## config.mk

```make
export PLATFORM = sky130hd
export DESIGN_NAME = edid_i2c_slave
export DESIGN_NICKNAME = d
export VERILOG_FILES = /design/src/rtl/edid_pkg.sv /design/src/rtl/edid_bus_sync.sv /design/src/rtl/edid_addr_decode.sv /design/src/rtl/edid_dma.sv /design/src/rtl/edid_i2c_slave.sv
export SDC_FILE = /design/constraint.sdc
export NUM_CORES = 1
export LEC_CHECK = 0
export BUFFER_PORTS_ARGS = -buffer_cell sky130_fd_sc_hd__buf_2
export CORE_MARGIN = 4
export CORE_UTILIZATION = 52
export CTS_CLUSTER_SIZE = 24
export DETAILED_ROUTE_END_ITERATION = 16
export PLACE_DENSITY = 0.68
export SETUP_SLACK_MARGIN = 0.2
export SYNTH_ARGS = -nofsm -noshare
export SYNTH_HDL_FRONTEND = slang
export SYNTH_HIERARCHICAL = 1
export SYNTH_SLANG_ARGS = --single-unit
```

## constraint.sdc

```tcl
create_clock -name clk -period 3.1 [get_ports clk]
set_input_delay 0.775 -clock clk [delete_from_list [all_inputs] [get_ports clk]]
set_output_delay 0.775 -clock clk [all_outputs]
set_load 0.02 [all_outputs]
```

## src/rtl/edid_pkg.sv

```systemverilog
package edid_pkg;
  localparam int OFF_W  = 8;
  localparam int RG_W   = 2;
  localparam int ADDR_W = RG_W + OFF_W;

  localparam logic [6:0] DEV_V1  = 7'h50;
  localparam logic [6:0] DEV_V2A = 7'h51;
  localparam logic [6:0] DEV_V2B = 7'h53;

  typedef enum logic [RG_W-1:0] {
    RG_V1  = 2'd0,
    RG_V2A = 2'd1,
    RG_V2B = 2'd2
  } region_e;

  typedef enum logic [2:0] {
    ST_IDLE,
    ST_ADDR,
    ST_AACK,
    ST_RX,
    ST_RACK,
    ST_TX,
    ST_MACK,
    ST_SKIP
  } bus_st_e;

  function automatic logic [OFF_W-1:0] off_mask(region_e r);
    return (r == RG_V1) ? 8'h7F : 8'hFF;
  endfunction
endpackage

```

## src/rtl/edid_bus_sync.sv

```systemverilog
module edid_bus_sync #(
  parameter int STAGES = 2
) (
  input  logic clk,
  input  logic rst_n,
  input  logic scl_i,
  input  logic sda_i,
  output logic sda_s,
  output logic scl_rise,
  output logic scl_fall,
  output logic start_det,
  output logic stop_det
);
  logic [STAGES-1:0] scl_ff, sda_ff;
  logic scl_q, sda_q, scl_s;

  always_ff @(posedge clk or negedge rst_n) begin
    if (!rst_n) begin
      scl_ff <= '1;
      sda_ff <= '1;
      scl_q  <= 1'b1;
      sda_q  <= 1'b1;
    end else begin
      scl_ff <= {scl_ff[STAGES-2:0], scl_i};
      sda_ff <= {sda_ff[STAGES-2:0], sda_i};
      scl_q  <= scl_ff[STAGES-1];
      sda_q  <= sda_ff[STAGES-1];
    end
  end

  assign scl_s     = scl_ff[STAGES-1];
  assign sda_s     = sda_ff[STAGES-1];
  assign scl_rise  = scl_s & ~scl_q;
  assign scl_fall  = ~scl_s & scl_q;
  assign start_det = scl_s & scl_q & sda_q & ~sda_s;
  assign stop_det  = scl_s & scl_q & ~sda_q & sda_s;
endmodule

```

## src/rtl/edid_addr_decode.sv

```systemverilog
module edid_addr_decode
  import edid_pkg::*;
(
  input  logic [2:0] cfg,
  input  logic [6:0] dev,
  output logic       hit,
  output region_e    region
);
  logic allow_v1, allow_v2a, allow_v2b;

  always_comb begin
    allow_v1  = 1'b0;
    allow_v2a = 1'b0;
    allow_v2b = 1'b0;
    case (cfg)
      3'b000, 3'b100: allow_v1 = 1'b1;
      3'b001:         allow_v2a = 1'b1;
      3'b010, 3'b110: begin
        allow_v1  = 1'b1;
        allow_v2a = 1'b1;
      end
      3'b011:         allow_v2b = 1'b1;
      default: ;
    endcase
  end

  always_comb begin
    hit    = 1'b0;
    region = RG_V1;
    if (allow_v1 && dev == DEV_V1) begin
      hit = 1'b1;
      region = RG_V1;
    end else if (allow_v2a && dev == DEV_V2A) begin
      hit = 1'b1;
      region = RG_V2A;
    end else if (allow_v2b && dev == DEV_V2B) begin
      hit = 1'b1;
      region = RG_V2B;
    end
  end
endmodule

```

## src/rtl/edid_dma.sv

```systemverilog
module edid_dma #(
  parameter int AW = 10,
  parameter int DW = 8
) (
  input  logic          clk,
  input  logic          rst_n,
  input  logic          go,
  input  logic          go_we,
  input  logic [AW-1:0] go_addr,
  input  logic [DW-1:0] go_wdata,
  output logic [DW-1:0] rd_data,
  output logic          cpu_stall,
  output logic          mem_en,
  output logic          mem_we,
  output logic [AW-1:0] mem_addr,
  output logic [DW-1:0] mem_wdata,
  input  logic [DW-1:0] mem_rdata
);
  typedef enum logic [1:0] {D_IDLE, D_ISSUE, D_TAKE} dma_st_e;

  dma_st_e       st_q, st_d;
  logic          we_q;
  logic [AW-1:0] addr_q;
  logic [DW-1:0] wd_q, rd_q;

  always_comb begin
    st_d = st_q;
    case (st_q)
      D_IDLE:  if (go) st_d = D_ISSUE;
      D_ISSUE: st_d = D_TAKE;
      default: st_d = D_IDLE;
    endcase
  end

  always_ff @(posedge clk or negedge rst_n) begin
    if (!rst_n) begin
      st_q   <= D_IDLE;
      we_q   <= 1'b0;
      addr_q <= '0;
      wd_q   <= '0;
      rd_q   <= '0;
    end else begin
      st_q <= st_d;
      if (st_q == D_IDLE && go) begin
        we_q   <= go_we;
        addr_q <= go_addr;
        wd_q   <= go_wdata;
      end
      if (st_q == D_TAKE && !we_q) rd_q <= mem_rdata;
    end
  end

  assign cpu_stall = (st_q != D_IDLE);
  assign mem_en    = (st_q == D_ISSUE);
  assign mem_we    = we_q;
  assign mem_addr  = addr_q;
  assign mem_wdata = wd_q;
  assign rd_data   = rd_q;
endmodule

```

## src/rtl/edid_i2c_slave.sv

```systemverilog
module edid_i2c_slave
  import edid_pkg::*;
#(
  parameter int SYNC_STAGES = 2
) (
  input  logic              clk,
  input  logic              rst_n,
  input  logic              en,
  input  logic [2:0]        cfg,
  input  logic              scl_i,
  input  logic              sda_i,
  output logic              sda_oe,
  output logic              cpu_stall,
  output logic              mem_en,
  output logic              mem_we,
  output logic [ADDR_W-1:0] mem_addr,
  output logic [7:0]        mem_wdata,
  input  logic [7:0]        mem_rdata
);
  logic [1:0] rs_q;
  logic       rst_n_s;

  always_ff @(posedge clk or negedge rst_n) begin
    if (!rst_n) rs_q <= 2'b00;
    else        rs_q <= {rs_q[0], 1'b1};
  end
  assign rst_n_s = rs_q[1];

  logic sda_s, scl_rise, scl_fall, start_det, stop_det;

  edid_bus_sync #(.STAGES(SYNC_STAGES)) u_sync (
    .clk(clk), .rst_n(rst_n_s), .scl_i(scl_i), .sda_i(sda_i),
    .sda_s(sda_s), .scl_rise(scl_rise), .scl_fall(scl_fall),
    .start_det(start_det), .stop_det(stop_det)
  );

  logic [2:0] cfg_q;
  always_ff @(posedge clk or negedge rst_n_s) begin
    if (!rst_n_s)  cfg_q <= '0;
    else if (!en)  cfg_q <= cfg;
  end

  bus_st_e          st_q, st_d;
  logic [3:0]       cnt_q, cnt_d;
  logic [6:0]       sh_q, sh_d;
  logic [6:0]       tx_q, tx_d;
  logic [OFF_W-1:0] off_q, off_d;
  region_e          rg_q, rg_d;
  logic             rw_q, rw_d;
  logic             fw_q, fw_d;
  logic             oe_q, oe_d;

  logic             hit;
  region_e          hit_rg;

  edid_addr_decode u_dec (.cfg(cfg_q), .dev(sh_q), .hit(hit), .region(hit_rg));

  logic              go, go_we;
  logic [ADDR_W-1:0] go_addr;
  logic [7:0]        go_wdata, dma_rd;

  edid_dma #(.AW(ADDR_W), .DW(8)) u_dma (
    .clk(clk), .rst_n(rst_n_s), .go(go), .go_we(go_we), .go_addr(go_addr),
    .go_wdata(go_wdata), .rd_data(dma_rd), .cpu_stall(cpu_stall),
    .mem_en(mem_en), .mem_we(mem_we), .mem_addr(mem_addr),
    .mem_wdata(mem_wdata), .mem_rdata(mem_rdata)
  );

  logic [7:0]       byte_in;
  logic [OFF_W-1:0] off_cur, off_nxt, off_hit;

  always_comb begin
    st_d = st_q; cnt_d = cnt_q; sh_d = sh_q; tx_d = tx_q; off_d = off_q;
    rg_d = rg_q; rw_d = rw_q; fw_d = fw_q; oe_d = oe_q;
    go = 1'b0; go_we = 1'b0; go_addr = '0; go_wdata = '0;
    byte_in = {sh_q, sda_s};
    off_cur = off_q & off_mask(rg_q);
    off_nxt = (off_cur + 8'd1) & off_mask(rg_q);
    off_hit = off_q & off_mask(hit_rg);

    if (!en) begin
      st_d = ST_IDLE;
      oe_d = 1'b0;
    end else if (start_det) begin
      st_d  = ST_ADDR;
      cnt_d = 4'd0;
      oe_d  = 1'b0;
    end else if (stop_det) begin
      st_d = ST_IDLE;
      oe_d = 1'b0;
    end else begin
      case (st_q)
        ST_ADDR: begin
          if (scl_rise && cnt_q != 4'd8) begin
            sh_d  = byte_in[6:0];
            cnt_d = cnt_q + 4'd1;
            if (cnt_q == 4'd7) begin
              if (!hit) begin
                st_d = ST_SKIP;
              end else begin
                rg_d = hit_rg;
                rw_d = byte_in[0];
                fw_d = ~byte_in[0];
                if (byte_in[0]) begin
                  go      = 1'b1;
                  go_addr = {hit_rg, off_hit};
                  off_d   = (off_hit + 8'd1) & off_mask(hit_rg);
                end
              end
            end
          end else if (scl_fall && cnt_q == 4'd8) begin
            st_d  = ST_AACK;
            oe_d  = 1'b1;
            cnt_d = 4'd0;
          end
        end
        ST_AACK: begin
          if (scl_fall) begin
            if (rw_q) begin
              st_d  = ST_TX;
              oe_d  = ~dma_rd[7];
              tx_d  = dma_rd[6:0];
              cnt_d = 4'd1;
            end else begin
              st_d  = ST_RX;
              oe_d  = 1'b0;
              cnt_d = 4'd0;
            end
          end
        end
        ST_RX: begin
          if (scl_rise && cnt_q != 4'd8) begin
            sh_d  = byte_in[6:0];
            cnt_d = cnt_q + 4'd1;
            if (cnt_q == 4'd7) begin
              if (fw_q) begin
                off_d = byte_in & off_mask(rg_q);
                fw_d  = 1'b0;
              end else begin
                go       = 1'b1;
                go_we    = 1'b1;
                go_addr  = {rg_q, off_cur};
                go_wdata = byte_in;
                off_d    = off_nxt;
              end
            end
          end else if (scl_fall && cnt_q == 4'd8) begin
            st_d  = ST_RACK;
            oe_d  = 1'b1;
            cnt_d = 4'd0;
          end
        end
        ST_RACK: begin
          if (scl_fall) begin
            st_d = ST_RX;
            oe_d = 1'b0;
          end
        end
        ST_TX: begin
          if (scl_fall) begin
            if (cnt_q == 4'd8) begin
              st_d  = ST_MACK;
              oe_d  = 1'b0;
              cnt_d = 4'd0;
            end else begin
              oe_d  = ~tx_q[6];
              tx_d  = {tx_q[5:0], 1'b0};
              cnt_d = cnt_q + 4'd1;
            end
          end
        end
        ST_MACK: begin
          if (scl_rise) begin
            if (sda_s) begin
              st_d = ST_SKIP;
              oe_d = 1'b0;
            end else begin
              go      = 1'b1;
              go_addr = {rg_q, off_cur};
              off_d   = off_nxt;
            end
          end else if (scl_fall) begin
            st_d  = ST_TX;
            oe_d  = ~dma_rd[7];
            tx_d  = dma_rd[6:0];
            cnt_d = 4'd1;
          end
        end
        default: oe_d = 1'b0;
      endcase
    end
  end

  always_ff @(posedge clk or negedge rst_n_s) begin
    if (!rst_n_s) begin
      st_q  <= ST_IDLE;
      cnt_q <= '0;
      sh_q  <= '0;
      tx_q  <= '0;
      off_q <= '0;
      rg_q  <= RG_V1;
      rw_q  <= 1'b0;
      fw_q  <= 1'b0;
      oe_q  <= 1'b0;
    end else begin
      st_q  <= st_d;
      cnt_q <= cnt_d;
      sh_q  <= sh_d;
      tx_q  <= tx_d;
      off_q <= off_d;
      rg_q  <= rg_d;
      rw_q  <= rw_d;
      fw_q  <= fw_d;
      oe_q  <= oe_d;
    end
  end

  assign sda_oe = oe_q;
endmodule

```

== Yosys cells after proc, flatten, opt, wreduce, memory -nomap -nowiden ==
Cells that the tools add are included.
Storage, ports and cells
  input port bits: 16
  word-level logic and storage cells: 241
  ROM bits: 0
  bits in registers: 74
  output and inout bits: 22
  memories: 0
  bits in latches: 0
  bits in writable memories: 0
Operators by class
  mux-type cells: 116
  bitwise operators: 20
  add/sub/neg operators: 3
  div/mod/pow operators: 0
  equality and inequality tests: 54
  multipliers: 0
  reduce and logical (&&, ||, !) cells: 28
  shift operators: 0
  magnitude comparators: 0
Operator list (number)
  8-bit two-way mux: 18
  10-bit two-way mux: 12
  3-bit two-way mux: 17
  7-bit two-way mux: 6
  1-bit two-way mux: 41
  8-bit bitwise AND: 5
  4-bit two-way mux: 9
  5-bit != test (second input constant): 7
  10-bit case mux with 3 select lines: 1
  2-bit != test (second input constant): 14
  6-bit != test (second input constant): 4
  8-bit case mux with 3 select lines: 1
  12-bit AND reduction: 2
  7-bit equality test (second input constant): 3
  7-bit case mux with 3 select lines: 1
  3-bit case mux with 6 select lines: 1
  8-bit by 1-bit adder with 8-bit output (second input constant): 2
  4-bit case mux with 4 select lines: 1
  3-bit equality test (second input constant): 5
  7-bit AND reduction: 2
  3-bit by 2-bit equality test with 1-bit output (second input constant): 4
  3-bit != test (second input constant): 4
  10-bit AND reduction: 1
  9-bit by 1-bit != test with 1-bit output (second input constant): 1
  31 further kinds: 59

== Depth between registers and ports, before layout ==
  depth in word-level cells: 17
  depth in mapped cells: 10
  mapped depth without buffers: 9

== Cells and area by module ==
The synthesis kept the hierarchy.
By module, submodules not included
  edid_i2c_slave: instances 1, cells each 290, seq. area each 975.9 um^2, area each 2615.0 um^2
  edid_dma: instances 1, cells each 63, seq. area each 725.7 um^2, area each 1099.8 um^2
  edid_bus_sync: instances 1, cells each 10, seq. area each 157.7 um^2, area each 190.2 um^2
  edid_addr_decode: instances 1, cells each 12, seq. area each 0.0 um^2, area each 113.9 um^2

== Worst setup path after synthesis ==
Ideal clock, no wire load.
  path type: register to register
  start point: register sh_q[0]
  end point: register u_dma.addr_q[1], in the netlist u_dma/mem_addr[1]
  cell stages (with the launch flop): 11
  data arrival time: 2.375 ns
  clock period less this slack: 2.500 ns
  library setup time: 0.125 ns
  setup slack: 0.600 ns
  path through: dfrtp_1 -> nor2b_1 -> o32ai_1 -> and3_2 -> nor2b_1 -> a22o_1 -> a21oi_1 -> nor2_1 -> nor3b_2 -> buf_4 -> mux2_2
On the way
  longest elaborated chain between the ends: 13
Ends and longest elaborated chain
  start: declaration: line edid_i2c_slave.sv:45  | logic [6:0] sh_q, sh_d;
  start signal: assignment: line edid_i2c_slave.sv:198  | sh_q <= '0;
  start signal: assignment: line edid_i2c_slave.sv:208  | sh_q <= sh_d;
  7-bit equality test: line edid_addr_decode.sv:36  | end else if (allow_v2b && dev == DEV_V2B) begin
  1-bit logical AND: line edid_addr_decode.sv:36
  1-bit two-way mux: line edid_addr_decode.sv:36
  1-bit two-way mux: line edid_addr_decode.sv:33  | end else if (allow_v2a && dev == DEV_V2A) begin
  1-bit two-way mux (*): line edid_addr_decode.sv:30  | if (allow_v1 && dev == DEV_V1) begin
  named net hit: line edid_i2c_slave.sv:53  | logic hit;
  1-bit two-way mux (*): line edid_i2c_slave.sv:98  | if (!hit) begin
  1-bit two-way mux (*): line edid_i2c_slave.sv:97  | if (cnt_q == 4'd7) begin
  1-bit two-way mux (*): line edid_i2c_slave.sv:94  | if (scl_rise && cnt_q != 4'd8) begin
  1-bit case mux with 3 select lines (*): line edid_i2c_slave.sv:92  | case (st_q)
  1-bit two-way mux (*): line edid_i2c_slave.sv:88  | end else if (stop_det) begin
  1-bit two-way mux (*): line edid_i2c_slave.sv:84  | end else if (start_det) begin
  1-bit two-way mux (*): line edid_i2c_slave.sv:81  | if (!en) begin
  named net go: line edid_i2c_slave.sv:58  | logic go, go_we;
  1-bit logical AND (*): line edid_dma.sv:44  | if (st_q == D_IDLE && go) begin
  end signal: assignment: line edid_dma.sv:46  | addr_q <= go_addr;
  end: declaration: line edid_dma.sv:23  | logic [AW-1:0] addr_q;
Mark *: on every way through the listed nets, which the timed path passes. The rest lies on a longest branch.
A chain may end at the register's enable or synchronous reset.

== Final worst setup path ==
  start point: register sh_q[0]
  end point: register u_dma.wd_q[5], in the netlist u_dma/mem_wdata[5]
On the way
  longest elaborated chain between the ends: 13
Ends and longest elaborated chain
  7-bit equality test: line edid_addr_decode.sv:36
  1-bit logical AND: line edid_addr_decode.sv:36
  1-bit two-way mux: line edid_addr_decode.sv:36
  1-bit two-way mux: line edid_addr_decode.sv:33
  1-bit two-way mux (*): line edid_addr_decode.sv:30
  named net hit: line edid_i2c_slave.sv:53
  1-bit two-way mux (*): line edid_i2c_slave.sv:98
  1-bit two-way mux (*): line edid_i2c_slave.sv:97
  1-bit two-way mux (*): line edid_i2c_slave.sv:94
  1-bit case mux with 3 select lines (*): line edid_i2c_slave.sv:92
  1-bit two-way mux (*): line edid_i2c_slave.sv:88
  1-bit two-way mux (*): line edid_i2c_slave.sv:84
  1-bit two-way mux (*): line edid_i2c_slave.sv:81
  named net go: line edid_i2c_slave.sv:58
  1-bit logical AND (*): line edid_dma.sv:44
  end signal: assignment: line edid_dma.sv:47  | wd_q <= go_wdata;
  end: declaration: line edid_dma.sv:24  | logic [DW-1:0] wd_q, rd_q;
Marks and branches as above.

==> flow_summary.json <==
{
  "post-cts-setup-buffer-count": 0,
  "die_width_um": 95.9,
  "wirelength_um": 8530,
  "yosysUniqueCellTypes": 66,
  "required_ps": 3320,
  "status": "completed",
  "vias": 3052,
  "synth_area_um2": 4020,
  "cp_slowest_cell": "dfrtp_1",
  "synth_most_common_cell": "dfrtp_1",
  "synth_nets": 394,
  "grt_overflow_total": 0,
  "crit_path_max_incr_delay_ps": 470,
  "hold_class": "primary input to async pin",
  "synth_commonest_cells": "68 x dfrtp_1, 41 x mux2_2, 26 x nand2_1, 20 x o21ai_0",
  "num_rows": 31,
  "fin_worst_skew_ps": 22.5,
  "cts_inserted_buffers": 9,
  "worstPathBufferInverterCount": 1,
  "period_share_pct": 87.7,
  "slew_headroom_pct": 41.7,
  "cp-start-kind": "flip-flop",
  "maxCapViolCount": 0,
  "die_area_um2": 9200,
  "clkTransAtPathRegs_ps": 100,
  "timing.rr.end": "u_dma/mem_wdata[5]",
  "grt_pass1_vias": 2889,
  "p_leak_nw": 2.17,
  "drtIter0Drc": 243,
  "syn-instance-count": 375,
  "areaGrowthSynthToFinish_pct": 11.8,
  "path_class": "flip-flop to flip-flop",
  "place_area_um2": 4310,
  "cts.sinks": 74,
  "powerDensity_nw_per_um2": 415,
  "grt_max_degree": 44,
  "hpwl_um": 5960,
  "stdcell_area_um2": 4490,
  "finalSetupViolations": 0,
  "initial_core_util_pct": 54.5,
  "synth_edf_count": 0,
  "ys.flop_type": "dfrtp_1",
  "coreArea_um2": 7370,
  "drcViolationCount": 0,
  "drive_gt1_share_pct": 32.5,
  "first_pass_iters": 6,
  "worstMarginPinSlew_ps": 870,
  "htree_num_levels": 3,
  "synth_area_leaders": "dfrtp_1 42%, mux2_2 11%, dfstp_2 3.9%",
  "postRouteAntennaNets": 0,
  "cp_top_family": "simple AND/OR/NAND/NOR gates",
  "track_usage_pct": 20.5,
  "p_int_mw": 1.35,
  "portBuffers": 37,
  "pin_count": 38,
  "cts_root_buf": "clkbuf_8",
  "cts_tree": "built",
  "worstPathMaxFanout": 20,
  "setup_tns_ps": 0,
  "syn_avg_cell_area_um2": 10.7,
  "holdBufCountCts": 0,
  "antenna_found_initial": 0,
  "grt_pass1_wl_um": 14400,
  "vias_per_cell": 5.89,
  "p_sw_share_pct": 27.6,
  "die_h_um": 95.9,
  "ys_seq_elements": 74,
  "rsz0062_at_grt": "no",
  "fill_cells": 635,
  "p_comb_share_pct": 6.3,
  "synthArstFlopShare_pct": 100,
  "antennaDiodeCount": 0,
  "hold_violations": 0,
  "yosys.area.top_type": "dfrtp_1",
  "path_cells": "nor2b_1 > o32ai_1 > and3_2 > nor2b_2 > a22o_1 > a21oi_1 > nor2_1 > nor3b_2 > buf_4 > mux2_2",
  "clock_latency_ps": 360,
  "finalMaxSlewViolations": 0,
  "fmax_mhz": 368,
  "drt-wirelength-per-cell_um": 16.5,
  "clockPowerShare_pct": 38.3,
  "yosys_warnings": 6,
  "p_sw_mw": 0.514,
  "gp_congestion": 0.878,
  "ctsResizeCount": 0,
  "r2r_cells": 10,
  "arrival_ps": 2940,
  "rr_startpoint": "sh_q[0]",
  "clockBufferDepth": 2,
  "fin_nets": 433,
  "ys_seq_area_share_pct": 46.3,
  "sequentialPowerShare_pct": 55.4,
  "synth_top_area_share_pct": 42.3,
  "worst_setup_path_end_kind": "flip-flop",
  "period_minus_slack_ps": 2720,
  "ir_worst_vdd_mv": 0.342,
  "reg2reg_slack_ps": 380
}
[metrics by stage]
stage                     instances  hold slack (ps)  total power, mW  util, %  setup slack, ps
after CTS                       518              174             1.88     60.9              288
after floorplan                 375              331             1.12        -              600
final                           518              187             1.86     61.0              382
after global routing            518              159             1.95     61.0              227
after detailed placement        502              342             1.17     58.4              339
after global placement          502              328             1.17     58.4              407
[kinds of logic (layout without fill, tap and decap cells)]
family / after synthesis / count (layout) / synth area share (%)
AOI/OAI and AO/OA: 82 / 82 / 14.0
adders and majority gates: 3 / 3 / 0.934
xor gates and xnor gates: 3 / 3 / 0.654
muxes: 50 / 50 / 13.8
and+or+nand+nor: 133 / 133 / 20.7
other: 1 / 1 / 0.0933
DFF: 74 / 74 / 46.3
buffers and inverters: 29 / 73 / 3.61
[placed cells by master, fill, tap and decap left out, drive strengths merged, types with 7 or more instances in the layout]
| master | n |
|---|---|
| a21oi | 21 |
| and2 | 16 |
| buf | 46 |
| clkbuf | 9 |
| dfrtp | 68 |
| inv | 14 |
| mux2 | 42 |
| mux2i | 8 |
| nand2 | 27 |
| nand2b | 9 |
| nand3 | 15 |
| nor2 | 13 |
| nor2b | 9 |
| nor3 | 7 |
| o21ai | 27 |
[sequential cells by signal, indices dropped and copies added, names as in the netlist, 3 cells and up]
register and count:
tx_q 7, u_dma/rd_data 8, off_q 8, u_dma/mem_wdata 8
cnt_q 4, cfg_q 3, sh_q 7, st_q 3
u_dma/mem_addr 10
[worst reg2reg max path, cell delays in order, from the launching register on]
cell and delay, ps:
dfrtp_1 470, nor2b_1 170, o32ai_1 220, and3_2 220, nor2b_2 300, a22o_1 180
a21oi_1 60, nor2_1 120, nor3b_2 170, buf_4 280, mux2_2 390
[how the worst max path moves through the flow]
stage                     startpoint            endpoint  slack [ps]  depth (start not counted)
after CTS                    sh_q[0]  u_dma/mem_wdata[5]         290                         10
after global placement       sh_q[0]   u_dma/mem_addr[7]         410                         10
after detailed placement     sh_q[0]  u_dma/mem_wdata[5]         340                         10
after floorplan              sh_q[0]   u_dma/mem_addr[1]         600                         10
after global routing         sh_q[0]  u_dma/mem_wdata[5]         230                         10
final                        sh_q[0]  u_dma/mem_wdata[5]         380                         10
[routing by layer]
layer / GRT usage (%) / wire length, um / vias up
li1: - / - / 1449
met1: 29.8 / 4050 / 1477
met2: 29.9 / 3810 / 109
met3: 5.00 / 509 / 17
met4: 6.87 / 160 / 0
met5: 0 / 0 / -
[power groups by stage]
stage                     logic (mW)  registers (mW)  clock network, mW
after floorplan               0.0790            1.04                  0
after CTS                      0.116            1.03              0.732
final                          0.117            1.03              0.714
after detailed placement       0.116            1.05                  0
after global placement         0.114            1.05                  0
after global routing           0.129            1.04              0.783
[layout make-up]
type	instances	area, um2	share of cell area [%]
clock buffer	9	124	2.76
clock inverter	7	61.3	1.36
inverter	11	41.3	0.919
multi-input combinational	272	2020	44.9
sequential	74	1860	41.4
tap	99	124	2.76
timing repair buffer	46	265	5.90
No activity file was read; power rests on OpenSTA's default activity.
